$ cat config.mk
export PLATFORM = sky130hd
export DESIGN_NAME = adc_serial_reader
export DESIGN_NICKNAME = d
export VERILOG_FILES = /design/src/rtl/adc_reader_pkg.sv /design/src/rtl/adc_sclk_divider.sv /design/src/rtl/adc_bit_capture.sv /design/src/rtl/adc_serial_reader.sv
export SDC_FILE = /design/constraint.sdc
export NUM_CORES = 1
export LEC_CHECK = 0
export ABC_AREA = 1
export BUFFER_PORTS_ARGS = -buffer_cell sky130_fd_sc_hd__buf_2
export CORE_ASPECT_RATIO = 0.6
export CORE_UTILIZATION = 28
export CTS_BUF_LIST = sky130_fd_sc_hd__clkbuf_16
export CTS_CLUSTER_DIAMETER = 30
export DETAILED_ROUTE_END_ITERATION = 16
export GPL_TIMING_DRIVEN = 1
export PLACE_DENSITY = 0.54
export SETUP_SLACK_MARGIN = 0.4
export SYNTH_ARGS = -nofsm -noshare
export SYNTH_HDL_FRONTEND = slang
export SYNTH_HIERARCHICAL = 1
export SYNTH_SLANG_ARGS = --single-unit
$ cat constraint.sdc
create_clock -name clk -period 5.95 [get_ports clk]
set_input_delay 0.595 -clock clk [delete_from_list [all_inputs] [get_ports clk]]
set_output_delay 0.595 -clock clk [all_outputs]
set_load 0.005 [all_outputs]
$ cat src/rtl/adc_reader_pkg.sv
package adc_reader_pkg;

    typedef enum logic [1:0] {
        ST_IDLE   = 2'd0,
        ST_ACTIVE = 2'd1,
        ST_FINISH = 2'd2,
        ST_GAP    = 2'd3
    } rd_state_t;

    // Rising edges spent in the converter's sample window before the null bit.
    localparam int SAMPLE_RISES = 2;

endpackage

$ cat src/rtl/adc_sclk_divider.sv
module adc_sclk_divider #(
    parameter int DIV_W = 16
) (
    input  logic             clk,
    input  logic             rst_n,
    input  logic             run,
    input  logic [DIV_W-1:0] half,
    output logic             tick
);
    localparam logic [DIV_W-1:0] ONE = DIV_W'(1);

    logic [DIV_W-1:0] cnt_q;

    // A tick marks the last system cycle of a data-clock half-period.
    assign tick = run && (cnt_q == (half - ONE));

    always_ff @(posedge clk) begin
        if (!rst_n) begin
            cnt_q <= '0;
        end else if (!run || tick) begin
            cnt_q <= '0;
        end else begin
            cnt_q <= cnt_q + ONE;
        end
    end

endmodule

$ cat src/rtl/adc_bit_capture.sv
module adc_bit_capture #(
    parameter int RES_BITS     = 12,
    parameter int SAMPLE_RISES = 2,
    parameter int CNT_W        = 4,
    parameter int EDGE_W       = 5
) (
    input  logic                clk,
    input  logic                rst_n,
    input  logic                clear,
    input  logic                rise,
    input  logic                sdo,
    input  logic [CNT_W-1:0]    n_bits,
    input  logic                replay_on,
    output logic [RES_BITS-1:0] word_nxt,
    output logic                mism_nxt,
    output logic [CNT_W-1:0]    got_nxt,
    output logic                last_edge
);
    localparam int FIRST_DATA   = SAMPLE_RISES + 2;
    localparam int FIRST_REPLAY = FIRST_DATA + RES_BITS;
    localparam int LAST_REPLAY  = FIRST_REPLAY + RES_BITS - 2;
    localparam logic [CNT_W-1:0]  CNT_ONE  = CNT_W'(1);
    localparam logic [EDGE_W-1:0] EDGE_ONE = EDGE_W'(1);

    logic [EDGE_W-1:0]   edge_q;
    logic [RES_BITS-1:0] word_q;
    logic                mism_q;
    logic [CNT_W-1:0]    got_q;

    int   evt;
    int   data_pos;
    int   rep_pos;
    logic data_hit;
    logic rep_hit;
    logic rep_bit;

    always_comb begin
        evt      = int'(edge_q) + 1;
        data_pos = evt - FIRST_DATA;
        rep_pos  = evt - FIRST_REPLAY + 1;
        data_hit = rise && (data_pos >= 0) && (data_pos < int'(n_bits));
        rep_hit  = rise && replay_on && (evt >= FIRST_REPLAY) && (evt <= LAST_REPLAY);
        word_nxt = word_q;
        rep_bit  = 1'b0;
        for (int b = 0; b < RES_BITS; b++) begin
            if (data_hit && ((RES_BITS - 1 - b) == data_pos)) begin
                word_nxt[b] = sdo;
            end
            if (b == rep_pos) begin
                rep_bit = word_q[b];
            end
        end
        mism_nxt = mism_q | (rep_hit & (sdo ^ rep_bit));
        got_nxt  = data_hit ? (got_q + CNT_ONE) : got_q;
        if (replay_on) begin
            last_edge = rise && (evt == LAST_REPLAY);
        end else begin
            last_edge = rise && (evt == (FIRST_DATA - 1 + int'(n_bits)));
        end
    end

    always_ff @(posedge clk) begin
        if (!rst_n || clear) begin
            edge_q <= '0;
            word_q <= '0;
            mism_q <= 1'b0;
            got_q  <= '0;
        end else if (rise) begin
            edge_q <= edge_q + EDGE_ONE;
            word_q <= word_nxt;
            mism_q <= mism_nxt;
            got_q  <= got_nxt;
        end
    end

endmodule

$ cat src/rtl/adc_serial_reader.sv
module adc_serial_reader
    import adc_reader_pkg::*;
#(
    parameter int SYS_CLK_HZ   = 250_000_000,
    parameter int MIN_PHASE_NS = 400,
    parameter int RES_BITS     = 12,
    parameter int MIN_SHORT    = 3,
    parameter int DIV_W        = 16,
    parameter int CNT_W        = $clog2(RES_BITS + 1)
) (
    input  logic                clk,
    input  logic                rst_n,
    input  logic                start,
    input  logic [DIV_W-1:0]    half_div,
    input  logic [CNT_W-1:0]    bit_count,
    input  logic                replay_en,
    input  logic                sdo,
    output logic                sclk,
    output logic                cs_n,
    output logic                busy,
    output logic                valid,
    output logic [RES_BITS-1:0] result,
    output logic [CNT_W-1:0]    bits_read,
    output logic                replay_mismatch
);
    localparam int EDGE_W       = $clog2(2 * RES_BITS + SAMPLE_RISES + 2);
    localparam int MIN_HALF_RAW = (MIN_PHASE_NS * (SYS_CLK_HZ / 1000) + 999_999) / 1_000_000;
    localparam int MIN_HALF     = (MIN_HALF_RAW < 1) ? 1 : MIN_HALF_RAW;
    localparam logic [DIV_W-1:0] MIN_HALF_V = DIV_W'(MIN_HALF);
    localparam logic [CNT_W-1:0] MIN_N      = CNT_W'(MIN_SHORT);
    localparam logic [CNT_W-1:0] MAX_N      = CNT_W'(RES_BITS);

    rd_state_t state_q, state_d;

    logic [DIV_W-1:0] half_q;
    logic [CNT_W-1:0] nbits_q;
    logic             replay_q;
    logic             gap_q;

    logic [DIV_W-1:0] eff_half;
    logic [CNT_W-1:0] n_clamp;
    logic             start_ok;
    logic             tick;
    logic             rise;

    logic [RES_BITS-1:0] word_nxt;
    logic                mism_nxt;
    logic [CNT_W-1:0]    got_nxt;
    logic                last_edge;

    // Settings are clamped here and latched only on an accepted start.
    always_comb begin
        eff_half = (half_div < MIN_HALF_V) ? MIN_HALF_V : half_div;
        if (bit_count < MIN_N) begin
            n_clamp = MIN_N;
        end else if (bit_count > MAX_N) begin
            n_clamp = MAX_N;
        end else begin
            n_clamp = bit_count;
        end
    end

    assign busy     = (state_q != ST_IDLE);
    assign start_ok = start && (state_q == ST_IDLE);
    assign rise     = (state_q == ST_ACTIVE) && tick && !sclk;

    adc_sclk_divider #(
        .DIV_W (DIV_W)
    ) u_div (
        .clk   (clk),
        .rst_n (rst_n),
        .run   (busy),
        .half  (half_q),
        .tick  (tick)
    );

    adc_bit_capture #(
        .RES_BITS     (RES_BITS),
        .SAMPLE_RISES (SAMPLE_RISES),
        .CNT_W        (CNT_W),
        .EDGE_W       (EDGE_W)
    ) u_cap (
        .clk       (clk),
        .rst_n     (rst_n),
        .clear     (start_ok),
        .rise      (rise),
        .sdo       (sdo),
        .n_bits    (nbits_q),
        .replay_on (replay_q),
        .word_nxt  (word_nxt),
        .mism_nxt  (mism_nxt),
        .got_nxt   (got_nxt),
        .last_edge (last_edge)
    );

    // State register.
    always_ff @(posedge clk) begin
        if (!rst_n) begin
            state_q <= ST_IDLE;
        end else begin
            state_q <= state_d;
        end
    end

    // Transitions.
    always_comb begin
        state_d = state_q;
        unique case (state_q)
            ST_IDLE:   if (start_ok)         state_d = ST_ACTIVE;
            ST_ACTIVE: if (last_edge)        state_d = ST_FINISH;
            ST_FINISH: if (tick)             state_d = ST_GAP;
            ST_GAP:    if (tick && gap_q)    state_d = ST_IDLE;
            default:                         state_d = ST_IDLE;
        endcase
    end

    // Outputs and per-read registers.
    always_ff @(posedge clk) begin
        if (!rst_n) begin
            sclk            <= 1'b0;
            cs_n            <= 1'b1;
            valid           <= 1'b0;
            result          <= '0;
            bits_read       <= '0;
            replay_mismatch <= 1'b0;
            half_q          <= MIN_HALF_V;
            nbits_q         <= MIN_N;
            replay_q        <= 1'b0;
            gap_q           <= 1'b0;
        end else begin
            valid <= 1'b0;
            unique case (state_q)
                ST_IDLE: begin
                    sclk  <= 1'b0;
                    gap_q <= 1'b0;
                    if (start_ok) begin
                        cs_n     <= 1'b0;
                        half_q   <= eff_half;
                        nbits_q  <= n_clamp;
                        replay_q <= replay_en && (n_clamp == MAX_N);
                    end
                end
                ST_ACTIVE: begin
                    if (tick) begin
                        sclk <= !sclk;
                    end
                    if (last_edge) begin
                        cs_n            <= 1'b1;
                        valid           <= 1'b1;
                        result          <= word_nxt;
                        bits_read       <= got_nxt;
                        replay_mismatch <= mism_nxt;
                    end
                end
                ST_FINISH: begin
                    gap_q <= 1'b0;
                    if (tick) begin
                        sclk <= 1'b0;
                    end
                end
                ST_GAP: begin
                    if (tick) begin
                        gap_q <= 1'b1;
                    end
                end
                default: begin
                    sclk <= 1'b0;
                    cs_n <= 1'b1;
                end
            endcase
        end
    end

endmodule

### Word level (Yosys, flattened, before mapping)

Cells that the tools add are included.

| word-level totals | value |
|---|---|
| flip-flop bits (word level) | 82 |
| input port bits | 25 |
| output and inout bits | 21 |
| logic and storage cells | 160 |

| cells by class | value |
|---|---|
| add/sub/neg operators | 9 |
| magnitude comparators | 7 |
| eq/ne operators | 35 |
| multiplexer cells | 43 |
| bitwise logic cells | 4 |
| reduce and logical (&&, ||, !) cells | 46 |

Operator list:

| operator | count |
|---|---|
| 4-bit by 32-bit equality test with 1-bit output, first input constant | 8 |
| 5-bit by 32-bit equality test with 1-bit output, first input constant | 8 |
| 3-bit by 32-bit equality test with 1-bit output, first input constant | 4 |
| 2-bit by 32-bit equality test with 1-bit output, first input constant | 2 |
| 32-bit zero test | 2 |
| 32-bit by 2-bit adder with 32-bit output, second input constant | 1 |
| 32-bit equality test | 1 |
| 32-bit by 6-bit equality test with 1-bit output, second input constant | 1 |
| 32-bit by 1-bit greater-or-equal comparator with 1-bit output, second input constant | 1 |
| 32-bit by 6-bit greater-or-equal comparator with 1-bit output, second input constant | 1 |
| 32-bit by 6-bit less-or-equal comparator with 1-bit output, second input constant | 1 |
| 32-bit by 5-bit < comparator with 1-bit output | 1 |
| 32-bit by 4-bit subtractor with 32-bit output, second input constant | 1 |
| 32-bit by 6-bit subtractor with 32-bit output, second input constant | 1 |
| 1-bit 2-to-1 mux | 31 |
| 1-bit logical AND | 25 |
| 16-bit by 1-bit adder with 16-bit output, second input constant | 1 |
| 16-bit equality test | 1 |
| 16-bit by 7-bit < comparator with 1-bit output, second input constant | 1 |
| 16-bit 2-to-1 mux | 1 |
| 16-bit by 1-bit subtractor with 16-bit output, second input constant | 1 |
| 4-bit 2-to-1 mux | 3 |
| 2-bit inequality test, second input constant | 5 |
| 2-bit 2-to-1 mux | 4 |
| other kinds (26) | 38 |

### Longest topological paths before layout

Gate-level depths: netlist of run 1.

| logic depth | value |
|---|---|
| depth in word-level cells | 19 |
| gate-level depth with buffers | 31 |
| depth with buffers taken out | 31 |

### Modules after synthesis

The synthesis of run 1 kept the hierarchy.

Modules (own cells, without submodules):

| module | times used | cells an instance | area each (um^2) | sequential area each (um^2) |
|---|---|---|---|---|
| adc_serial_reader | 1 | 241 | 1865.5 | 880.8 |
| adc_bit_capture | 1 | 289 | 1863.0 | 440.4 |
| adc_sclk_divider | 1 | 239 | 1427.6 | 320.3 |

### Worst setup path after synthesis of run 1

No wires, ideal clock.

| timing path | value |
|---|---|
| kind | reg2reg |
| start point | reg half_q[0] |
| end point | reg replay_mismatch |
| library setup time | 116 ps |
| data arrival time | 3434 ps |
| slack | 2400 ps |
| cell stages (with the launch flop) | 25 |
| path buffers | 1 |
| clock period less this slack | 3550 ps |
| cell sequence | dfxtp_1 > inv_1 > ha_1 > inv_1 > nand2_1 > nand2_1 > nor2_1 > nand2_1 > nor2_1 > nand2_1 > nor2_1 > nand2_1 > nor2_1 > nand2_2 > nor2_1 > inv_1 > nor3_1 > inv_1 > nor3_1 > o2111ai_1 > o32ai_1 > nand2_4 > buf_6 > o21ai_0 > nor2_1 |

RTL lines:

| item | line | text |
|---|---|---|
| start, declared | adc_serial_reader.sv:35 | `logic [DIV_W-1:0] half_q;` |
| start signal, assigned | adc_serial_reader.sv:138 | `half_q <= eff_half;` |
| 16-bit by 1-bit subtractor with 16-bit output (*) | adc_sclk_divider.sv:15 | `assign tick = run && (cnt_q == (half - ONE));` |
| 16-bit equality test (*) | adc_sclk_divider.sv:15 |  |
| 1-bit logical AND (*) | adc_sclk_divider.sv:15 |  |
| via tick | adc_serial_reader.sv:43 | `logic tick;` |
| 1-bit logical AND (*) (2 in series) | adc_serial_reader.sv:65 | `assign rise = (state_q == ST_ACTIVE) && tick && !sclk;` |
| via rise | adc_serial_reader.sv:44 | `logic rise;` |
| 1-bit logical AND, on equally long branches | adc_bit_capture.sv:58, adc_bit_capture.sv:56 |  |
| 1-bit 2-to-1 mux (*) | adc_bit_capture.sv:55 | `if (replay_on) begin` |
| via last_edge | adc_serial_reader.sv:49 | `logic last_edge;` |
| 2-bit AND reduction (no line) (*) | - |  |
| end signal, assigned | adc_serial_reader.sv:152 | `replay_mismatch <= mism_nxt;` |
| end, declared | adc_serial_reader.sv:24 | `output logic replay_mismatch` |

Mark *: on every way through the listed nets, which the timed path passes. The rest lies on a longest branch.
A chain may end at the register's enable or synchronous reset.

### Worst setup path after layout of run 1

| timing path | value |
|---|---|
| start point | reg half_q[0] |
| end point | reg bits_read[2] |

| between the ends | value |
|---|---|
| longest elaborated chain between the ends | 8 |

Ends and longest elaborated chain:

| item | line | text |
|---|---|---|
| 16-bit by 1-bit subtractor with 16-bit output (*) | adc_sclk_divider.sv:15 |  |
| 16-bit equality test (*) | adc_sclk_divider.sv:15 |  |
| 1-bit logical AND (*) | adc_sclk_divider.sv:15 |  |
| via tick | adc_serial_reader.sv:43 |  |
| 1-bit logical AND (*) (2 in series) | adc_serial_reader.sv:65 |  |
| via rise | adc_serial_reader.sv:44 |  |
| 1-bit logical AND, on equally long branches | adc_bit_capture.sv:58, adc_bit_capture.sv:56 |  |
| 1-bit 2-to-1 mux (*) | adc_bit_capture.sv:55 |  |
| via last_edge | adc_serial_reader.sv:49 |  |
| 2-bit AND reduction (no line) (*) | - |  |
| end signal, assigned | adc_serial_reader.sv:151 | `bits_read <= got_nxt;` |
| end, declared | adc_serial_reader.sv:23 | `output logic [CNT_W-1:0] bits_read,` |

Marked as above.

==> impl_metrics.csv, run 1 <==
group,metric,value,unit
outcome,status,"completed",
power,p_int,1.08,mW
power,netSwitchingFraction,36.4,%
synth,syn_area,0.00516,mm²
setup_path,endpoint,"bits_read[2]",
setup_path,ff2ff_setup_slack,1.55,ns
timing,finalSetupViolations,0,
layout,fill_cells,2007,
layout,area_growth,13.8,%
power,p_seq_share,38.6,%
synth,syn_area_per_cell,6.71,µm²
synth,async_flop_share,0,%
floorplanning,rows,38,
timing,tns,0,ns
clock_tree,clock_path_buffers,2,
power,switchingPower,619,µW
route,via_per_inst,4.37,
floorplanning,start_util,28.5,%
setup_path,end_kind,"register",
setup_path,setup.worst_path.start,"half_q[0]",
floorplanning,die_area,0.0190,mm²
timing,max_slew.worst_pin.slew,0.881,ns
route,first_pass_iters,5,
setup_path,criticalPathCategory,"register to register",
synth,synthCells,769,
setup_path,reg2reg_from,"half_q[0]",
worst_hold_path,hold_depth,2,
timing,hold_slack,0.472,ns
clock_tree,clkSinkCount,82,
floorplanning,core_area,0.0181,mm²
timing,drv_slew,0,
synth,ys_seq_area_share,31.8,%
timing,fin_skew,0.0142,ns
power,comb_power_share,27.0,%
power,p_clk_share,34.4,%
floorplanning,ios,46,
setup_path,rr_worst_depth,23,
setup_path,arrival,4.63,ns
timing,timing.slew.headroom,41.2,%
synth,synth_edf_count,0,
setup_path,critical_path.max_fanout,19,
layout,antenna_cells,0,
placed_design,dpl.hpwl,10.3,mm
setup_path,crit_required,6.18,ns
layout,mostFrequentLayoutCells,"nand2_1 (172), nor2_1 (129), inv_1 (115)",
setup_path,rr_endpoint,"bits_read[2]",
clock_tree,cts_tree,"done",
placed_design,port_buffers,45,
synth,ys_warn_count,6,
route,finalWirelength,13.5,mm
layout,fin_nets,858,
layout,final_common_cell,"nand2_1",
route,drc_errors,0,
timing,clock.fmax,0.227,GHz
clock_tree,clk_pin_slew,0.07,ns
global_route,grt_max_degree,35,
route,dr.first_iter.drc_count,281,
global_route,grt_overflow_total,0,
timing,post-route-min-period,4.40,ns
clock_tree,cts_hold_buf,0,
clock_tree,htree_levels,3,
global_route,antenna_found_initial,0,
synth,synth_seq_cells,82,
floorplanning,die_h,107,µm
power,powerDensity,290,mW/mm²
synth,ys.flop_type,"dfxtp_1",
synth,synth_cell_types,47,
power,ir_drop,0.000119,V
clock_tree,clock_latency,0.34,ns
setup_path,critPathLaunchType,"register",
clock_tree,cts-root-buf,"clkbuf_16",
timing,rsz0062_at_grt,"false",
worst_hold_path,hp-class,"register to register",
timing,fin_crit_sh,73.9,%
synth,syn_nets,816,
layout,drive_above_1_share,14.0,%
clock_tree,post_cts_resized,0,
global_route,grt_pass1_wl,22.3,mm
clock_tree,cts_setup_buffers,0,
global_route,grt_use_total,15.1,%
route,antenna_left,0,
floorplanning,die_x,177,µm
placed_design,gp_congestion,0.870,
route,num_vias,4612,
timing,hold_violations,0,
power,leakage,2.69,nW
job,maxCapViolCount,0,
route,wl_per_cell,12.8,µm
global_route,grt_pass1_vias,4139,
clock_tree,cts_buffers,9,
[power groups by stage]
stage	registers, mW	clock network [mW]	logic, mW
finish	0.657	0.587	0.460
global route	0.667	0.637	0.532
global placement	0.670	0	0.460
detailed placement	0.669	0	0.456
CTS	0.657	0.604	0.459
floorplan	0.650	0	0.367
[sequential cells by signal, indices dropped and copies added (netlist names), 2 cells and up]
| name | cells |
|---|---|
| half_q | 16 |
| u_div/cnt_q | 16 |
| result | 12 |
| u_cap/word_q | 12 |
| u_cap/edge_q | 5 |
| bits_read | 4 |
| nbits_q | 4 |
| u_cap/got_q | 4 |
| state_q | 2 |
[how the worst min path moves through the flow]
stage,from,endpoint,slack (ns)
after detailed placement,u_cap/mism_q,u_cap/mism_q,0.46
after CTS,u_cap/mism_q,u_cap/mism_q,0.47
final,u_cap/mism_q,u_cap/mism_q,0.47
after floorplan,u_div/cnt_q[0],u_div/cnt_q[0],0.43
after global placement,u_div/cnt_q[0],u_div/cnt_q[0],0.45
after global routing,u_cap/mism_q,u_cap/mism_q,0.50
[critical path, cell delays in order, from the launching register on]
cell,delay [ns]
dfxtp_1,0.36
inv_1,0.11
ha_1,0.31
inv_1,0.04
nand2_1,0.05
nand2_1,0.05
nor2_1,0.11
nand2_1,0.06
nor2_1,0.08
nand2_1,0.09
nor2_1,0.11
nand2_1,0.07
nor2_1,0.14
nand2_2,0.10
nor2_1,0.27
inv_1,0.07
nor3_1,0.45
inv_1,0.27
nor3_1,0.23
o2111ai_1,0.16
o32ai_1,0.52
nand2_4,0.25
o21ai_0,0.30
nor2_1,0.06
[through the flow]
| step | utilization (%) | instances | cell area [µm²] | setup WS, ns | total power [mW] |
|---|---|---|---|---|---|
| after detailed placement | 30.8 | 1040 | 5560 | 1.59 | 1.12 |
| after floorplan | - | 769 | 5160 | 2.40 | 1.02 |
| after global placement | 30.8 | 1040 | 5560 | 1.73 | 1.13 |
| after global routing | 32.5 | 1056 | 5870 | 0.882 | 1.84 |
| after CTS | 32.5 | 1056 | 5870 | 1.57 | 1.72 |
| final | 32.5 | 1056 | 5870 | 1.55 | 1.70 |
[area by class of cell]
class / instances / area, µm² / share of cell area, %
Clock buffer: 9 / 225 / 3.84
Inverter: 122 / 470 / 8.02
Tap cell: 240 / 300 / 5.12
Multi-Input combinational cell: 551 / 2920 / 49.8
Clock inverter: 7 / 81.3 / 1.39
Sequential cell: 82 / 1640 / 28.0
Timing Repair Buffer: 45 / 225 / 3.84
[cell usage after synthesis, types with 2 or more instances]
| library cell | count | area (µm²) |
|---|---|---|
| clkbuf_1 | 4 | 15.0 |
| nor3_4 | 2 | 32.5 |
| nand2_1 | 172 | 646 |
| nand3_1 | 37 | 185 |
| nand2_4 | 5 | 56.3 |
| o21a_1 | 13 | 97.6 |
| dfxtp_1 | 82 | 1640 |
| or2_2 | 3 | 18.8 |
| buf_12 | 2 | 40.0 |
| ha_1 | 22 | 275 |
| nand3b_1 | 2 | 15.0 |
| nor2_2 | 13 | 81.3 |
| o21ai_0 | 39 | 195 |
| inv_1 | 115 | 432 |
| buf_6 | 2 | 22.5 |
| nand2_2 | 10 | 62.6 |
| nor2_4 | 5 | 56.3 |
| nand3_2 | 3 | 30.0 |
| inv_6 | 2 | 17.5 |
| nor2_1 | 129 | 484 |
| a21oi_1 | 29 | 145 |
| nor3_1 | 5 | 25.0 |
| xor2_1 | 21 | 184 |
| xnor2_1 | 8 | 70.1 |
| a211oi_1 | 2 | 15.0 |
| inv_2 | 4 | 15.0 |
| o21ai_1 | 3 | 15.0 |
| buf_2 | 4 | 20.0 |
| nand4_1 | 13 | 81.3 |
[routing by layer]
layer  vias up  GRT usage [%]  wire length [µm]
li1       2481              -                 -
met1      2047           25.3              8420
met5         -              0                 0
met3         4           2.84               482
met2        80           18.7              4510
met4         0           2.96                80
[cell families (layout without fill, tap and decap cells)]
kind of cell               count (synthesis)  after routing  synth area share (%)
xor gates and xnor gates                  31             31                  5.68
AOI/OAI and AO/OA                         95             95                  10.7
adders and majority gates                 22             22                  5.34
DFF                                       82             82                  31.8
and+or+nand+nor                          403            403                  35.0
buffers and inverters                    136            183                  11.5
Power figures use the tool's default switching activity.
==> run 2, diff against run 1 <==
--- a/config.mk
+++ b/config.mk
@@ -13,7 +13,7 @@
 export CTS_CLUSTER_DIAMETER = 30
 export DETAILED_ROUTE_END_ITERATION = 16
 export GPL_TIMING_DRIVEN = 1
-export PLACE_DENSITY = 0.54
+export PLACE_DENSITY = 0.55
 export SETUP_SLACK_MARGIN = 0.4
 export SYNTH_ARGS = -nofsm -noshare
 export SYNTH_HDL_FRONTEND = slang
==> constraint.sdc (replaced) <==
create_clock -name clk -period 4 [get_ports clk]
set_input_delay 0.4 -clock clk [delete_from_list [all_inputs] [get_ports clk]]
set_output_delay 0.4 -clock clk [all_outputs]
set_load 0.005 [all_outputs]
==> run 2 against run 1 <==
Setup slack lost 0.81 ns. Via count grew 3.2%. Critical path type unchanged. Sequential share of layout area shrank 0.91 points. Total power grew 52%. Largest cell class unchanged. Core utilization grew 1.2 points. Clock-buffer cell count is the same. Critical path depth grew 2.
==> impl_metrics.csv, run 2 (synthesis results as in run 1) <==
group,metric,value,unit
outcome,status,"completed",
clock_tree,cts-root-buf,"clkbuf_16",
setup_path,cp_slowest_stage_delay,0.36,ns
setup_path,cpMaxStageDelayCell,"dfxtp_2",
timing,max_slew.worst_pin.slew,0.875,ns
floorplanning,die_h,107,µm
clock_tree,clock_latency,0.34,ns
global_route,grt_pass1_vias,4401,
power,leakage,2.78,nW
layout,mostFrequentLayoutCells,"nand2_1 (172), nor2_1 (125), inv_1 (113)",
route,num_vias,4760,
placed_design,dpl.hpwl,10.2,mm
setup_path,critical_path.max_fanout,5,
layout,fin_nets,874,
power,p_seq_share,38.0,%
timing,tns,0,ns
floorplanning,start_util,28.5,%
timing,fin_skew,0.00729,ns
route,via_per_inst,4.44,
job,maxCapViolCount,0,
layout,reg_top3,"half_q (16), u_div/cnt_q (16)",
clock_tree,htree_levels,3,
power,p_int,1.63,mW
clock_tree,clkSinkCount,82,
timing,finalSetupViolations,0,
floorplanning,die_area,0.0190,mm²
global_route,grt_pass1_wl,23.1,mm
floorplanning,die_x,177,µm
setup_path,ff2ff_setup_slack,0.74,ns
route,drc_errors,0,
setup_path,cp_top_family,"simple AND/OR/NAND/NOR gates",
global_route,grt_max_degree,35,
timing,hold_slack,0.309,ns
setup_path,endpoint,"result[3]",
global_route,antenna_found_initial,0,
timing,fin_crit_sh,81.6,%
route,first_pass_iters,4,
clock_tree,cts_buffers,9,
placed_design,gp_congestion,0.891,
clock_tree,cts_tree,"done",
global_route,grt_overflow_total,0,
route,finalWirelength,14.0,mm
setup_path,cp.depth,25,
layout,final_common_cell,"nand2_1",
clock_tree,clk_pin_slew,0.07,ns
global_route,grt_use_total,15.5,%
setup_path,criticalPathCategory,"register to register",
setup_path,rr_worst_depth,25,
timing,clock.fmax,0.306,GHz
floorplanning,ios,46,
floorplanning,rows,38,
power,netSwitchingFraction,37.1,%
power,powerDensity,425,mW/mm²
setup_path,cpMostUsedCell,"nand2_1",
timing,drv_slew,0,
setup_path,crit_required,4.24,ns
timing,post-route-min-period,3.26,ns
setup_path,critPathLaunchType,"register",
power,comb_power_share,27.8,%
setup_path,reg2reg_from,"half_q[0]",
setup_path,setup.worst_path.start,"half_q[0]",
clock_tree,clock_path_buffers,2,
route,wl_per_cell,13.1,µm
route,antenna_left,0,
setup_path,arrival,3.50,ns
timing,hold_violations,0,
setup_path,end_kind,"register",
power,power,2.59,mW
power,switchingPower,959,µW
layout,final_area,0.00609,mm²
layout,area_growth,18.2,%
power,ir_drop,0.000226,V
layout,antenna_cells,0,
floorplanning,core_area,0.0181,mm²
setup_path,rr_endpoint,"result[3]",
setup_path,crit_buf_inv,6,
placed_design,port_buffers,45,
timing,timing.slew.headroom,41.5,%
timing,rsz0062_at_grt,"false",
power,p_clk_share,34.3,%
layout,drive_above_1_share,17.5,%
worst_hold_path,hp-class,"input port to register",
route,dr.first_iter.drc_count,327,
placed_design,dpl_cell_area,0.00560,mm²
## run 2: timing repair
action / 4_1_cts / 5_1_grt
buffers inserted: 2 / 8
pin swaps: 2 / 5
setup endpoints to repair: 21 / 38
gates cloned: 1 / 0
resized for setup: 9 / 17
hold buffers: 0 / 0
## run 2: power groups by stage
stage	Combinational (mW)	Sequential [mW]	Clock [mW]
floorplan	0.545	0.967	0
global placement	0.675	0.997	0
detailed placement	0.671	0.998	0
CTS	0.690	0.980	0.913
global route	0.820	0.995	0.951
finish	0.718	0.983	0.886
## run 2: worst min path at each step
stage	cells past startpoint	end	start
final	3	half_q[1]	half_div[1]
after CTS	3	half_q[11]	half_div[11]
after global placement	1	u_div/cnt_q[0]	u_div/cnt_q[0]
after global routing	3	half_q[11]	half_div[11]
after detailed placement	1	u_div/cnt_q[0]	u_div/cnt_q[0]
after floorplan	1	u_div/cnt_q[0]	u_div/cnt_q[0]
## run 2: final cells by class
class	count	area (µm²)
clock buffers	9	225
clock inverters	7	82.6
flip-flops and latches	82	1650
well taps	240	300
repair buffers	60	352
inverters	122	473
multi-input cells	552	3010
fillers	1998	12000
## run 2: layer usage
metal	global-route usage, %	wire (µm)	vias up
li1	-	-	2518
met1	24.8	8220	2134
met2	19.9	4890	102
met3	3.83	791	6
met4	3.20	87	0
met5	0	0	-
## run 2: metrics by stage
stage / setup WS [ns] / cells / util, %
floorplan: 0.450 / 769 / -
global placement: 0.309 / 1045 / 31.0
detailed placement: 0.0725 / 1045 / 31.0
CTS: 0.433 / 1064 / 33.1
global route: 0.392 / 1072 / 33.7
finish: 0.736 / 1072 / 33.7
## run 2: worst register-to-register path: stages (launching register included)
cell and delay (ns):
dfxtp_2 0.36, inv_2 0.08, ha_4 0.27, inv_1 0.04, nand2_1 0.04, nand2_1 0.05, nor2_2 0.10, nand2_1 0.06
nor2_1 0.09, nand2_1 0.08, nor2_1 0.11, nand2_1 0.07, nor2_2 0.11, nand2_2 0.09, nor2_4 0.09, inv_1 0.08
nor3_4 0.16, buf_4 0.17, nand4_1 0.18, nor2_4 0.21, buf_4 0.13, buf_4 0.09, nand3_1 0.08, o21a_1 0.20
o21ai_0 0.17, nor2_1 0.05
==> run 3, diff against run 2 <==
==> constraint.sdc (replaced) <==
create_clock -name clk -period 2.6 [get_ports clk]
set_input_delay 0.26 -clock clk [delete_from_list [all_inputs] [get_ports clk]]
set_output_delay 0.26 -clock clk [all_outputs]
set_load 0.005 [all_outputs]
==> run 3 against run 2 <==
The run now ends with setup timing left. Sequential cell count did not move. Non-clock buffer count up 97. Worst hold slack lost 0.15 ns. Total power is 64% higher. Clock-buffer cell count did not move. First-iteration DRC count rose by 33%. Design area increased by 21%. Maximum frequency increased by 2.7%. Critical path type unchanged. Critical endpoint is now cs_n. Largest power group is now combinational cells. Highest routed layer unchanged.
==> impl_metrics.csv, run 3 (synthesis results as in run 1) <==
group,metric,value,unit
outcome,status,"finished with violations",
outcome,violations,"setup timing",
layout,final_area,0.00736,mm²
timing,hold_slack,0.158,ns
route,finalWirelength,16.1,mm
layout,reg_top3,"half_q (16), u_div/cnt_q (16)",
layout,antenna_cells,0,
floorplanning,core_area,0.0181,mm²
setup_path,rr_endpoint,"cs_n",
setup_path,arrival,3.47,ns
layout,area_growth,42.7,%
setup_path,critical_path.max_fanout,6,
placed_design,port_buffers,45,
placed_design,dp_cells,1138,
power,p_seq_share,34.8,%
power,comb_power_share,35.4,%
layout,seq_area,0.00165,mm²
route,num_vias,5177,
floorplanning,die_h,107,µm
worst_hold_path,hp-class,"input port to register",
placed_design,dpl.hpwl,11.8,mm
timing,finalSetupViolations,38,
global_route,grt_overflow_total,0,
setup_path,rr_worst_depth,26,
route,first_pass_iters,5,
timing,fin_crit_sh,122,%
setup_path,end_kind,"register",
layout,multi_input_area,0.00344,mm²
setup_path,endpoint,"cs_n",
route,wl_per_cell,13.7,µm
power,powerDensity,578,mW/mm²
job,maxCapViolCount,0,
timing,rsz0062_at_grt,"true",
timing,fin_skew,0.0138,ns
layout,fin_nets,976,
power,power,4.25,mW
floorplanning,rows,38,
global_route,grt_pass1_wl,25.7,mm
power,p_int,2.64,mW
floorplanning,die_x,177,µm
power,ir_drop,0.000380,V
setup_path,crit_required,2.89,ns
route,antenna_left,0,
global_route,antenna_found_initial,0,
route,dr.first_iter.drc_count,436,
clock_tree,cts_buffers,9,
timing,clock.fmax,0.315,GHz
timing,post-route-min-period,3.18,ns
power,switchingPower,1.61,mW
setup_path,critPathLaunchType,"register",
timing,timing.slew.headroom,55.6,%
clock_tree,cts_tree,"done",
setup_path,setup.worst_path.start,"half_q[1]",
power,p_clk_share,29.8,%
clock_tree,clkSinkCount,82,
clock_tree,clk_pin_slew,0.07,ns
clock_tree,htree_levels,3,
setup_path,criticalPathCategory,"register to register",
placed_design,gp_congestion,0.861,
global_route,grt_max_degree,28,
global_route,grt_use_total,17.9,%
floorplanning,ios,46,
layout,utilization,40.7,%
timing,drv_slew,0,
layout,drive_above_1_share,34.2,%
timing,hold_violations,0,
global_route,grt_pass1_vias,4678,
floorplanning,start_util,28.5,%
clock_tree,clock_latency,0.34,ns
layout,mostFrequentLayoutCells,"nand2_1 (163), nor2_1 (107), inv_1 (106)",
layout,finalNonFillerCells,1174,
power,netSwitchingFraction,37.8,%
layout,final_common_cell,"nand2_1",
route,drc_errors,0,
power,leakage,3.41,nW
clock_tree,cts-root-buf,"clkbuf_16",
layout,fill_cells,1858,
floorplanning,die_area,0.0190,mm²
placed_design,dpl_cell_area,0.00649,mm²
placed_design,place_ws,-0.663,ns
clock_tree,clock_path_buffers,2,
timing,max_slew.worst_pin.slew,0.666,ns
timing,tns,-18.98,ns
route,via_per_inst,4.41,
timing,setup_slack,-0.579,ns
setup_path,reg2reg_from,"half_q[1]",
setup_path,ff2ff_setup_slack,-0.58,ns
-- run 3: changes by cell type in the layout (fill, tap and decap cells not counted), moves of 7 or more --
cell	previous run	this run
nor2_4	6	18
nand3_2	3	10
o21ai_0	37	15
nor2_1	125	107
o21ai_2	1	15
inv_1	113	106
buf_6	1	8
nand3_1	37	29
buf_4	12	99
nand2_1	172	163
-- run 3: worst min-delay path by stage --
stage / startpoint / endpoint / depth (start not counted)
3_3_place_gp: result[7] / result[7] / 2
4_1_cts: half_div[0] / half_q[0] / 3
2_1_floorplan: half_div[0] / half_q[0] / 2
5_1_grt: half_div[12] / half_q[12] / 3
6_report: half_div[0] / half_q[0] / 3
3_5_place_dp: u_cap/mism_q / u_cap/mism_q / 2
-- run 3: power groups by stage --
stage / logic [mW] / registers, mW / clock network, mW
after floorplan: 0.873 / 1.49 / 0
after global placement: 1.35 / 1.50 / 0
after detailed placement: 1.36 / 1.50 / 0
after CTS: 1.47 / 1.48 / 1.29
after global routing: 1.67 / 1.50 / 1.36
final: 1.50 / 1.48 / 1.27
-- run 3: what timing repair did --
action / in CTS / in global routing
pin swaps: 34 / 20
hold buffers: 0 / 0
buffers inserted: 10 / 3
setup endpoints to repair: 44 / 45
gates resized for setup: 89 / 23
gates cloned: 7 / 0
-- run 3: cell type report --
cell class              count  area share [%]
clock buffers               9            3.06
clock inverters             7           0.867
inverters                 122            6.63
multi-input cells         554            46.7
flip-flops and latches     82            22.4
well taps                 240            4.08
repair buffers            157            15.7
repair inverters            3           0.493
-- run 3: metal layers --
layer	vias to the layer above	track usage (%)	routed length (µm)
met5	-	0	0
met4	0	3.39	99
met3	9	4.22	1200
met2	129	21.4	5390
met1	2317	29.9	9440
li1	2722	-	-
-- run 3: critical path, stage by stage (launching register included) --
cell and delay, ns:
dfxtp_2 0.36, inv_2 0.05, ha_4 0.27, inv_2 0.03, nand2_1 0.04, nand2_1 0.05, nor2_2 0.12, nand2_1 0.05
nor2_1 0.09, nand2_1 0.09, nor2_1 0.10, nand2_1 0.07, nor2_2 0.09, nand2_2 0.10, nor2_4 0.13, inv_2 0.05
nor3_4 0.13, inv_2 0.07, nor3_4 0.12, o2111ai_2 0.12, o32ai_2 0.31, buf_6 0.16, buf_12 0.14, nand2_8 0.12
inv_12 0.12, a21oi_2 0.05, nand2_1 0.08
